==> src/rtl/gpio_edge_pkg.sv <==
package gpio_edge_pkg;

   typedef enum logic [1:0] {
      PIN_OPEN_DRAIN = 2'b00,
      PIN_INPUT      = 2'b01,
      PIN_PUSH_PULL  = 2'b10,
      PIN_INPUT_ALT  = 2'b11
   } pin_mode_e;

   localparam int MODE_W = 2;

endpackage

==> src/rtl/gpio_sync.sv <==
module gpio_sync #(
   parameter int W      = 1,
   parameter int STAGES = 2
) (
   input  logic         clk,
   input  logic         rst_n,
   input  logic [W-1:0] d_i,
   output logic [W-1:0] q_o
);
   logic [W-1:0] chain_q [STAGES];

   always_ff @(posedge clk or negedge rst_n) begin
      if (!rst_n) begin
         for (int s = 0; s < STAGES; s++) chain_q[s] <= '0;
      end else begin
         chain_q[0] <= d_i;
         for (int s = 1; s < STAGES; s++) chain_q[s] <= chain_q[s-1];
      end
   end

   assign q_o = chain_q[STAGES-1];
endmodule

==> src/rtl/gpio_pin_drv.sv <==
module gpio_pin_drv import gpio_edge_pkg::*; (
   input  logic [MODE_W-1:0] mode_i,
   input  logic              level_i,
   output logic              out_o,
   output logic              oe_o
);
   always_comb begin
      unique case (pin_mode_e'(mode_i))
         PIN_OPEN_DRAIN: begin
            out_o = 1'b0;
            oe_o  = ~level_i;
         end
         PIN_PUSH_PULL: begin
            out_o = level_i;
            oe_o  = 1'b1;
         end
         default: begin
            out_o = 1'b0;
            oe_o  = 1'b0;
         end
      endcase
   end
endmodule

==> src/rtl/gpio_edge_irq.sv <==
module gpio_edge_irq #(
   parameter int SYNC_STAGES = 2
) (
   input  logic clk,
   input  logic rst_n,
   input  logic edge_i,
   input  logic en_i,
   input  logic pol_i,
   input  logic clr_i,
   output logic hit_o,
   output logic flag_o
);
   logic cur_s;
   logic prev_q;
   logic flag_q;

   gpio_sync #(.W(1), .STAGES(SYNC_STAGES)) u_sync (
      .clk   (clk),
      .rst_n (rst_n),
      .d_i   (edge_i),
      .q_o   (cur_s)
   );

   assign hit_o = en_i & (pol_i ? (prev_q & ~cur_s) : (~prev_q & cur_s));

   always_ff @(posedge clk or negedge rst_n) begin
      if (!rst_n) begin
         prev_q <= 1'b0;
         flag_q <= 1'b0;
      end else begin
         prev_q <= cur_s;
         flag_q <= hit_o | (flag_q & ~clr_i);
      end
   end

   assign flag_o = flag_q;

   // the flag can only rise while the enable was set
   a_r8_set_needs_enable: assert property (@(posedge clk) disable iff (!rst_n)
      $rose(flag_q) |-> $past(en_i));
   // a clearing read without a coincident edge empties the flag
   a_r11_read_clears: assert property (@(posedge clk) disable iff (!rst_n)
      (clr_i && !hit_o) |=> !flag_q);
   // a detected edge always leaves the flag set, even against a clear
   a_r11_edge_wins: assert property (@(posedge clk) disable iff (!rst_n)
      hit_o |=> flag_q);
endmodule

==> src/rtl/gpio_edge_port.sv <==
module gpio_edge_port import gpio_edge_pkg::*; #(
   parameter int NUM_PINS    = 8,
   parameter int DATA_W      = 8,
   parameter int ADDR_W      = 4,
   parameter int SYNC_STAGES = 2
) (
   input  logic                clk,
   input  logic                rst_n,
   input  logic                reg_wr,
   input  logic                reg_rd,
   input  logic [ADDR_W-1:0]   reg_addr,
   input  logic [DATA_W-1:0]   reg_wdata,
   output logic [DATA_W-1:0]   reg_rdata,
   input  logic [NUM_PINS-1:0] pad_in,
   output logic [NUM_PINS-1:0] pad_out,
   output logic [NUM_PINS-1:0] pad_oe,
   input  logic                edge_in,
   output logic                irq_n
);
   localparam int FIELDS_PER_REG = DATA_W / MODE_W;
   localparam int NUM_CFG        = NUM_PINS / FIELDS_PER_REG;
   localparam int ADDR_LEVEL     = NUM_CFG;
   localparam int ADDR_EDGE      = NUM_CFG + 1;
   localparam int FLAG_BIT       = DATA_W - 1;
   localparam int EN_BIT         = DATA_W - 2;
   localparam int POL_BIT        = DATA_W - 3;

   generate
      if (DATA_W < 4 || (DATA_W % MODE_W) != 0) begin : g_bad_width
         $error("DATA_W must be even and at least 4");
      end
      if (NUM_PINS > DATA_W || (NUM_PINS % FIELDS_PER_REG) != 0) begin : g_bad_pins
         $error("NUM_PINS must be a multiple of DATA_W/2 and fit in DATA_W");
      end
      if (SYNC_STAGES < 2) begin : g_bad_sync
         $error("SYNC_STAGES must be at least 2");
      end
      if ((1 << ADDR_W) <= ADDR_EDGE) begin : g_bad_addr
         $error("ADDR_W too small for the register map");
      end
   endgenerate

   logic [DATA_W-1:0]   cfg_q [NUM_CFG];
   logic [NUM_PINS-1:0] level_q;
   logic                en_q;
   logic                pol_q;
   logic                flag;
   logic                hit;
   logic [NUM_PINS-1:0] pins_s;
   logic                sel_level;
   logic                sel_edge;

   assign sel_level = (reg_addr == ADDR_W'(ADDR_LEVEL));
   assign sel_edge  = (reg_addr == ADDR_W'(ADDR_EDGE));

   // mode registers, one per group of FIELDS_PER_REG pins
   generate
      for (genvar r = 0; r < NUM_CFG; r++) begin : g_cfg
         always_ff @(posedge clk or negedge rst_n) begin
            if (!rst_n) cfg_q[r] <= '0;
            else if (reg_wr && reg_addr == ADDR_W'(r)) cfg_q[r] <= reg_wdata;
         end
      end
   endgenerate

   always_ff @(posedge clk or negedge rst_n) begin
      if (!rst_n) begin
         level_q <= '0;
         en_q    <= 1'b0;
         pol_q   <= 1'b0;
      end else if (reg_wr) begin
         if (sel_level) level_q <= reg_wdata[NUM_PINS-1:0];
         if (sel_edge) begin
            en_q  <= reg_wdata[EN_BIT];
            pol_q <= reg_wdata[POL_BIT];
         end
      end
   end

   gpio_sync #(.W(NUM_PINS), .STAGES(SYNC_STAGES)) u_pin_sync (
      .clk   (clk),
      .rst_n (rst_n),
      .d_i   (pad_in),
      .q_o   (pins_s)
   );

   gpio_edge_irq #(.SYNC_STAGES(SYNC_STAGES)) u_edge (
      .clk    (clk),
      .rst_n  (rst_n),
      .edge_i (edge_in),
      .en_i   (en_q),
      .pol_i  (pol_q),
      .clr_i  (reg_rd & sel_edge),
      .hit_o  (hit),
      .flag_o (flag)
   );

   assign irq_n = ~flag;

   generate
      for (genvar p = 0; p < NUM_PINS; p++) begin : g_pin
         localparam int RI = p / FIELDS_PER_REG;
         localparam int FI = p % FIELDS_PER_REG;
         logic [MODE_W-1:0] mode;
         assign mode = cfg_q[RI][FI*MODE_W +: MODE_W];

         gpio_pin_drv u_drv (
            .mode_i  (mode),
            .level_i (level_q[p]),
            .out_o   (pad_out[p]),
            .oe_o    (pad_oe[p])
         );

         // open-drain never drives a high level
         a_r3_od_low_only: assert property (@(posedge clk) disable iff (!rst_n)
            (mode == PIN_OPEN_DRAIN) |-> (!pad_out[p] && (pad_oe[p] != level_q[p])));
         // push-pull always drives the stored level
         a_r4_pp_drives: assert property (@(posedge clk) disable iff (!rst_n)
            (mode == PIN_PUSH_PULL) |-> (pad_oe[p] && pad_out[p] == level_q[p]));
         // both input encodings release the pad
         a_r5_input_released: assert property (@(posedge clk) disable iff (!rst_n)
            mode[0] |-> (!pad_oe[p] && !pad_out[p]));
      end
   endgenerate

   always_comb begin
      reg_rdata = '0;
      for (int r = 0; r < NUM_CFG; r++) begin
         if (reg_addr == ADDR_W'(r)) reg_rdata = cfg_q[r];
      end
      if (sel_level) reg_rdata = DATA_W'(pins_s);
      if (sel_edge) begin
         reg_rdata[FLAG_BIT] = flag;
         reg_rdata[EN_BIT]   = en_q;
         reg_rdata[POL_BIT]  = pol_q;
      end
   end

   // spare bits of the edge register read as zero
   a_r7_spare_zero: assert property (@(posedge clk) disable iff (!rst_n)
      sel_edge |-> (reg_rdata[POL_BIT-1:0] == '0));
   // addresses past the map read as zero
   a_r12_unmapped_zero: assert property (@(posedge clk) disable iff (!rst_n)
      (int'(reg_addr) > ADDR_EDGE) |-> (reg_rdata == '0));
endmodule

==> config.mk <==
export PLATFORM = sky130hd
export DESIGN_NAME = gpio_edge_port
export DESIGN_NICKNAME = d
export VERILOG_FILES = /design/src/rtl/gpio_edge_pkg.sv /design/src/rtl/gpio_sync.sv /design/src/rtl/gpio_pin_drv.sv /design/src/rtl/gpio_edge_irq.sv /design/src/rtl/gpio_edge_port.sv
export SDC_FILE = /design/constraint.sdc
export NUM_CORES = 1
export LEC_CHECK = 0
export ABC_AREA = 1
export CORE_ASPECT_RATIO = 0.75
export CORE_UTILIZATION = 55
export CTS_BUF_LIST = sky130_fd_sc_hd__clkbuf_2 sky130_fd_sc_hd__clkbuf_4 sky130_fd_sc_hd__clkbuf_8
export DETAILED_ROUTE_END_ITERATION = 7
export GPL_TIMING_DRIVEN = 0
export PLACE_DENSITY = 0.87
export SLEW_MARGIN = 20
export SYNTH_ARGS = -nofsm -noshare
export SYNTH_HDL_FRONTEND = slang
export SYNTH_SLANG_ARGS = --single-unit
==> constraint.sdc <==
create_clock -name clk -period 3.6 [get_ports clk]
set_clock_uncertainty 0.1 [all_clocks]
set_input_delay 0.72 -clock clk [delete_from_list [all_inputs] [get_ports clk]]
set_output_delay 0.72 -clock clk [all_outputs]
set_load 0.03 [all_outputs]
Word level (Yosys, flattened, before mapping)
Cells that the tools add are included.
{"block": "word_totals", "regBits": 46, "input_bits": 25, "out_inout_bits": 25, "elab_cells": 74}
{"block": "classes", "n_eq_ne": 11, "mux": 21, "bitwise_logic": 18, "reduce_logical": 13}
{"operator": "8-bit 2-to-1 mux", "count": 3}
{"operator": "2-bit equality test, second input constant", "count": 8}
{"operator": "2-bit logical NOT", "count": 8}
{"operator": "1-bit one-hot mux with 2 select lines", "count": 8}
{"operator": "1-bit NOT", "count": 12}
{"operator": "1-bit 2-to-1 mux", "count": 9}
{"operator": "4-bit by 2-bit equality test with 1-bit output, second input constant", "count": 2}
{"operator": "1-bit bitwise AND", "count": 5}
{"operator": "4-bit by 1-bit equality test with 1-bit output, second input constant", "count": 1}
{"operator": "4-bit logical NOT", "count": 1}
{"operator": "2-bit AND reduction", "count": 2}
{"operator": "3-bit 2-to-1 mux", "count": 1}
{"operator": "1-bit logical AND", "count": 2}
{"operator": "1-bit bitwise OR", "count": 1}

Depth between registers and ports, before layout
Gate-level depths: netlist of the first run.
{"block": "depth", "depth_word": 5, "ltp_mapped": 6}

Hierarchy
Synthesis of the first run repeated with hierarchy kept, for this count alone.
{"block": "hier_totals", "cells_unflattened": 233, "hier_area_um2": 2185.8}
{"module": "gpio_edge_port", "n_inst": 1, "cells_per_inst": 145, "area_each_um2": 1353.8}
{"module": "gpio_sync at u_pin_sync", "n_inst": 1, "cells_per_inst": 24, "area_each_um2": 460.4}
{"module": "gpio_pin_drv", "n_inst": 8, "cells_per_inst": 6, "area_each_um2": 27.5}
{"module": "gpio_edge_irq", "n_inst": 1, "cells_per_inst": 14, "area_each_um2": 101.3}
{"module": "gpio_sync at u_edge.u_sync", "n_inst": 1, "cells_per_inst": 2, "area_each_um2": 50.0}

Worst setup path after synthesis of the first run
Ideal clock, no wire load.
{"block": "synth_path", "path_type": "input -> output", "from": "in reg_addr[3]", "to": "out reg_rdata[0]", "arrival_time_ns": 1.628, "slack_ns": 1.152, "cell_stages": 3, "path_buffers": 0, "path_cell_list": "nor2_4 nand2_4 o211ai_1"}
{"block": "synth_via", "elab_chain_len": 4}
{"item": "start: declaration", "line": "gpio_edge_port.sv:11", "text": "input logic [ADDR_W-1:0] reg_addr,"}
{"item": "4-bit logical NOT", "line": "gpio_edge_port.sv:129", "text": "if (reg_addr == ADDR_W'(r)) reg_rdata = cfg_q[r];"}
{"item": "8-bit 2-to-1 mux (2 in a row)", "line": "gpio_edge_port.sv:129"}
{"item": "8-bit 2-to-1 mux (*)", "line": "gpio_edge_port.sv:131", "text": "if (sel_level) reg_rdata = DATA_W'(pins_s);"}
{"item": "end: declaration", "line": "gpio_edge_port.sv:13", "text": "output logic [DATA_W-1:0] reg_rdata,"}
Every way passes the cells marked *; elsewhere a longest branch is shown, timed or not.

Worst setup path in the final report of the first run
{"block": "layout_path", "from": "in reg_addr[3]", "to": "out reg_rdata[4]"}
The elaborated chain is that of the path after synthesis.

==> results of run 1 <==
==> worst max path at each step <==
stage | startpoint | endpoint | slack (ns) | cells past startpoint
finish | reg_addr[3] | reg_rdata[4] | 0.10 | 6
floorplan | reg_addr[3] | reg_rdata[0] | 1.15 | 3
global placement | reg_addr[3] | reg_rdata[4] | 0.10 | 6
global route | reg_addr[3] | reg_rdata[1] | 0.005 | 6
detailed placement | reg_addr[3] | reg_rdata[4] | 0.10 | 6
CTS | reg_addr[3] | reg_rdata[4] | 0.10 | 6
==> registers in the layout, indices dropped and copies added, names as in the netlist <==
register               cells
en_q                       1
u_edge.prev_q              1
u_edge.flag_o              1
pol_q                      1
u_edge.u_sync.chain_q      1
u_pin_sync.q_o             8
level_q                    8
u_edge.u_sync.q_o          1
u_pin_sync.chain_q         8
cfg_q                     16
==> layout by cell type (no fill, tap or decap), drive strengths merged <==
master	Yosys	final
a21oi	8	8
and3	2	2
buf	21	23
bufinv	0	1
clkbuf	0	6
clkdlybuf4s50	0	46
clkinvlp	0	1
dfrtp	46	46
dlymetal6s2s	0	2
inv	24	24
nand2	36	36
nand3	26	26
nand4	3	3
nor2	8	8
nor3b	4	4
o211ai	5	5
o21ai	27	27
==> area by class of cell <==
type	instances	area (um2)	share of cell area [%]
Inverter	24	90.1	3.21
Timing Repair Buffer	50	518	18.4
Buffer	21	164	5.83
Tap cell	52	65.1	2.32
Clock buffer	6	76.3	2.72
Multi-Input combinational cell	119	708	25.2
Sequential cell	46	1150	41.0
Clock inverter	2	37.5	1.34
==> routing by layer <==
| layer | routed length (um) | vias up |
|---|---|---|
| met2 | 2020 | 48 |
| li1 | - | 793 |
| met3 | 207 | 7 |
| met4 | 56 | 0 |
| met1 | 2000 | 798 |
| met5 | 0 | - |
==> cells by family (layout without fill, tap and decap cells) <==
| family | count (synthesis) | after routing |
|---|---|---|
| AND/OR/NAND/NOR | 79 | 79 |
| AO/OA/AOI/OAI | 40 | 40 |
| buffers and inverters | 45 | 103 |
| flip-flops | 46 | 46 |
==> per-stage QoR <==
step | total power [uW] | hold WS, ns | setup slack (ns) | utilization [%] | cells
after floorplan | 930 | 0.231 | 1.15 | - | 210
after global placement | 1090 | 0.231 | 0.104 | 72.9 | 311
after detailed placement | 1110 | 0.235 | 0.101 | 73.5 | 312
after CTS | 1490 | 0.253 | 0.102 | 76.6 | 320
after global routing | 1550 | 0.257 | 0.00491 | 76.8 | 320
final | 1480 | 0.251 | 0.101 | 76.8 | 320
==> report_power, final <==
| part | internal, uW | switching (uW) | total (uW) |
|---|---|---|---|
| Sequential | 593 | 61.2 | 655 |
| Combinational | 209 | 232 | 440 |
| Clock | 214 | 170 | 385 |
| Total | 1020 | 463 | 1480 |
==> flow_summary.yaml, run 1 <==
outcome:
  status: "complete, no violations"
critical_path:
  worst_r2r_endpoint: "u_edge.flag_o"
  setup.reg_to_reg.worst_slack_ns: 2.63
  critPathMaxFanout: 10
  criticalPathCategory: "in -> out"
  timing.critical_path.to_type: "output pin"
  worstPathRequired_ns: 2.78
  setup.worst_path.start_class: "input port"
  cp_slowest_stage_delay_ns: 0.71
  cp.arrival_ns: 2.68
  timing.critical_path.cells: "clkdlybuf4s50_1 -> nor2_4 -> buf_2 -> nand3_1 -> o211ai_1 -> clkdlybuf4s50_1"
  critical_path.n_buffers_inverters: 3
  cp_common_cell: "clkdlybuf4s50_1"
  critical_path.slowest_cell: "clkdlybuf4s50_1"
  worst_r2r_startpoint: "pol_q"
  timing.reg2reg.worst_path_depth: 5
  timing.critical_path.max_delay_family: "buffers and inverters"
cells_and_area:
  drive_above_1_share_pct: 22.4
  insertedDiodeCount: 0
  area_growth_from_synthesis_to_final_layout_pct: 33.0
  finished_cell_area_um2: 2810
  final_net_count: 292
  layout.filler_cells: 268
power:
  leakagePower_uw: 0.00131
  cellPowerDensity_nw_per_um2: 527
  power.ir.vdd_worst_uv: 404
die:
  die_height_um: 55.7
  core.rowCount: 19
  die_x_um: 73.6
  die-area_um2: 4100
  floorplan.core_area_um2: 3660
  io-pin-count: 50
  start_util_pct: 57.7
grt:
  number_of_global_route_vias_before_repair: 1590
  track_usage_pct: 24.8
  grt_pass1_wl_um: 7510
  grt-busiest-layer: "met2"
  grtUsageMet2_pct: 36.6
  grt.overflow.total: 0
  met3_usage_pct: 5.98
  grt_antenna_before_repair: 0
  global_route.usage.met1_pct: 36.3
  grt_max_degree: 27
synth:
  yosys.cell_count.top_type: "dfrtp_1"
  simple_gate_share_of_the_synthesized_area_pct: 20.6
  yosysSeqAreaShare_pct: 54.5
  synth_flop_cell: "dfrtp_1"
  largest_family_of_logic_cells_by_synthesized_area: "simple AND/OR/NAND/NOR gates"
  synth_cells: 210
  synth.cells.most_frequent: "dfrtp_1, nand2_1, nand3_1"
  synth_area_um2: 2110
  yosys.area.top_type: "dfrtp_1"
  async_flop_share_pct: 100
  synthXorXnorAreaFrac_pct: 0
  synth_compound_gate_area_share_pct: 12.9
  synth_fp_nets: 235
  yosys_register_bits: 46
  synth.mux.area_fraction_pct: 0
  yosys_warnings: 0
  synth_top_cells_by_area: "dfrtp_1, o21ai_2, nand2_1"
  synth-adder-area-share_pct: 0
  synth_top_area_share_pct: 54.5
  number_of_flops_mapped_to_enable_cells_by_yosys: 0
  postSynthAreaPerCell_um2: 10.1
  synth_cell_type_count: 23
routing:
  detailed_route_via_count: 1646
  post_drt_wl_per_cell_um: 13.4
  routed_wirelength_um: 4290
  remaining_drc_errors: 0
  drtIter0Drc: 124
  detail_route.first_pass.iterations: 4
  viasPerCell: 5.14
  final_antenna_net_count: 0
flow_run:
  max_cap_violations: 0
sta:
  final_min_period_over_clock_period_pct: 97.2
  timing.final.max_slew_violations: 0
  period_needed_ns: 3.50
  max_slew_margin_pct: 65.8
  rsz_0062_raised_after_global_routing: "no"
  timing.final.setup_violations: 0
  hold_viol_final: 0
  max_slew.worst_pin.slew_ns: 0.514
  maxClockFrequency_ghz: 0.286
  final.setup.tns_ns: 0
cts:
  hold_buffers: 0
  path_clk_slew_ns: 0.08
  cts_tree: "yes"
  numCtsBuffers: 5
  cts.path.max_buffers: 2
  clkLatencyLatePin_ns: 0.30
  post-cts-setup-buffer-count: 0
  htreeDepth: 2
  cts_sinks: 46
  cts.repair.resized: 0
  cts_root_buffer: "clkbuf_8"
placement:
  placement.io_buffers: 49
  placed_area_um2: 2690
  detailed_place_hpwl_um: 3330
  place.gp.congestion: 0.878
worst_hold_path:
  min_delay_worst_endpoint: "u_edge.u_sync.q_o"
  timing.hold.worst.start: "u_edge.u_sync.chain_q[1]"
  hold_path_depth: 0
  hold_path.class: "reg -> reg"
Power figures use the tool's default switching activity.
==> run 2: changes to the inputs <==
- CORE_UTILIZATION: 55 -> 51
- PLACE_DENSITY: 0.87 -> 0.85
- clock period: 3.6 -> 3.55 ns (I/O delays scaled with it)
==> flow_summary.yaml, run 2 (synthesis results as in run 1) <==
outcome:
  status: "complete, no violations"
cells_and_area:
  final-seq-area_um2: 1150
  layout.filler_cells: 280
  drive_above_1_share_pct: 22.4
  largest_register_ff_count: 16
  mostFrequentLayoutCells: "dfrtp_1, clkdlybuf4s50_1, nand2_1"
  layout.cells.most_common: "dfrtp_1"
  final_net_count: 292
  area_growth_from_synthesis_to_final_layout_pct: 31.9
  regMostFlops: "cfg_q"
  finished_cell_area_um2: 2790
  multi_input_logic_area_um2: 708
  insertedDiodeCount: 0
routing:
  routed_length_on_met2_um: 2110
  detailed_route_via_count: 1658
  remaining_drc_errors: 0
  routed_wirelength_um: 4600
  final_antenna_net_count: 0
  viasPerCell: 5.18
  drtIter0Drc: 113
  routedLengthMet1_um: 1970
  dr_wl_met3_um: 375
  post_drt_wl_per_cell_um: 14.4
  detail_route.first_pass.iterations: 4
  highest_layer: "met4"
grt:
  number_of_global_route_vias_before_repair: 1559
  track_usage_pct: 22.9
  grt_max_degree: 30
  grt_antenna_before_repair: 0
  grt_pass1_wl_um: 7480
  grt.overflow.total: 0
flow_run:
  max_cap_violations: 0
critical_path:
  critical_path.slowest_cell: "clkdlybuf4s50_1"
  worst_r2r_endpoint: "u_edge.flag_o"
  setup.worst_path.start_class: "input port"
  critical_path.n_buffers_inverters: 3
  timing.reg2reg.worst_path_depth: 5
  worstPathRequired_ns: 2.74
  cp_common_cell: "clkdlybuf4s50_1"
  worst_r2r_startpoint: "pol_q"
  cp_slowest_stage_delay_ns: 0.68
  critPathMaxFanout: 10
  cp.arrival_ns: 2.65
  timing.critical_path.cells: "clkdlybuf4s50_1 -> nor2_4 -> buf_2 -> nand3_1 -> nand4_1 -> clkdlybuf4s50_1"
  setup.reg_to_reg.worst_slack_ns: 2.62
  timing.critical_path.max_delay_family: "buffers and inverters"
  criticalPathCategory: "in -> out"
  timing.critical_path.to_type: "output pin"
placement:
  placed_area_um2: 2680
  place.gp.congestion: 0.872
  detailed_place_hpwl_um: 3270
  placement.io_buffers: 49
cts:
  cts.repair.resized: 0
  clkLatencyLatePin_ns: 0.31
  cts_sinks: 46
  post-cts-setup-buffer-count: 0
  hold_buffers: 0
  htreeDepth: 2
  cts_tree: "yes"
  numCtsBuffers: 5
  cts_root_buffer: "clkbuf_8"
  path_clk_slew_ns: 0.08
  cts.path.max_buffers: 2
sta:
  max_slew_margin_pct: 73.2
  final.setup.tns_ns: 0
  rsz_0062_raised_after_global_routing: "no"
  final_min_period_over_clock_period_pct: 97.5
  timing.final.max_slew_violations: 0
  maxClockFrequency_ghz: 0.289
  timing.final.setup_violations: 0
  hold_viol_final: 0
  period_needed_ns: 3.46
  max_slew.worst_pin.slew_ns: 0.402
power:
  totalPowerFinal_uw: 1440
  power.switching_uw: 478
  leakagePower_uw: 0.00135
  power.ir.vdd_worst_uv: 391
  share_seq_of_total_power_pct: 46.5
  p_sw_share_pct: 33.3
  p_clk_share_pct: 22.5
  cellPowerDensity_nw_per_um2: 516
  cell_internal_pwr_uw: 959
  pwr-share-comb_pct: 31.0
die:
  io-pin-count: 50
  start_util_pct: 55.6
  die-area_um2: 4410
  die_height_um: 57.7
  die_x_um: 76.3
  core.rowCount: 19
  floorplan.core_area_um2: 3800
worst_hold_path:
  hold_path.class: "in -> async"
[run 2: cell types whose count changed in the layout (fill, tap and decap cells not counted)]
cell             delta
clkinv_4            +1
clkinv_2            +1
dlymetal6s2s_1      +3
clkdlybuf4s50_1     -3
clkinvlp_4          -1
buf_12              +1
buf_16              -1
bufinv_16           -1
[run 2: final cells by class]
cell class | count | area share, %
Sequential cell | 46 | 41.3
Multi-Input combinational cell | 119 | 25.4
Timing Repair Buffer | 50 | 18.6
Buffer | 21 | 5.88
Inverter | 24 | 3.23
Clock buffer | 6 | 2.74
Tap cell | 52 | 2.33
Clock inverter | 2 | 0.494
[run 2: per-layer routing]
metal  track usage [%]  vias to the layer above
li1                  -                      798
met1              30.7                      755
met2              34.4                       87
met3              5.51                       18
met4              13.7                        0
met5                 0                        -
[run 2: worst max-delay path by stage]
stage | start | to | slack [ns] | cells after the start
after CTS | reg_addr[3] | reg_rdata[1] | 0.06 | 6
after global placement | reg_addr[3] | reg_rdata[4] | 0.09 | 6
after global routing | reg_addr[3] | reg_rdata[6] | 0.005 | 6
final | reg_addr[3] | reg_rdata[5] | 0.09 | 6
after floorplan | reg_addr[3] | reg_rdata[0] | 1.12 | 3
after detailed placement | reg_addr[3] | reg_rdata[3] | 0.07 | 6
[run 2: power by group through the flow]
stage	sequential (uW)	clock (uW)	combinational, uW
2_1_floorplan	653	0	290
3_3_place_gp	671	0	432
3_5_place_dp	674	0	442
4_1_cts	664	326	445
5_1_grt	678	353	479
6_report	669	323	445
[run 2: through the flow]
step / utilization, % / setup slack (ns) / instances / hold WS (ns)
floorplan: - / 1.12 / 210 / 0.231
global placement: 70.2 / 0.0853 / 311 / 0.231
detailed placement: 70.6 / 0.0691 / 312 / 0.235
CTS: 72.9 / 0.0630 / 320 / 0.225
global route: 73.3 / 0.00475 / 320 / 0.236
finish: 73.3 / 0.0882 / 320 / 0.219
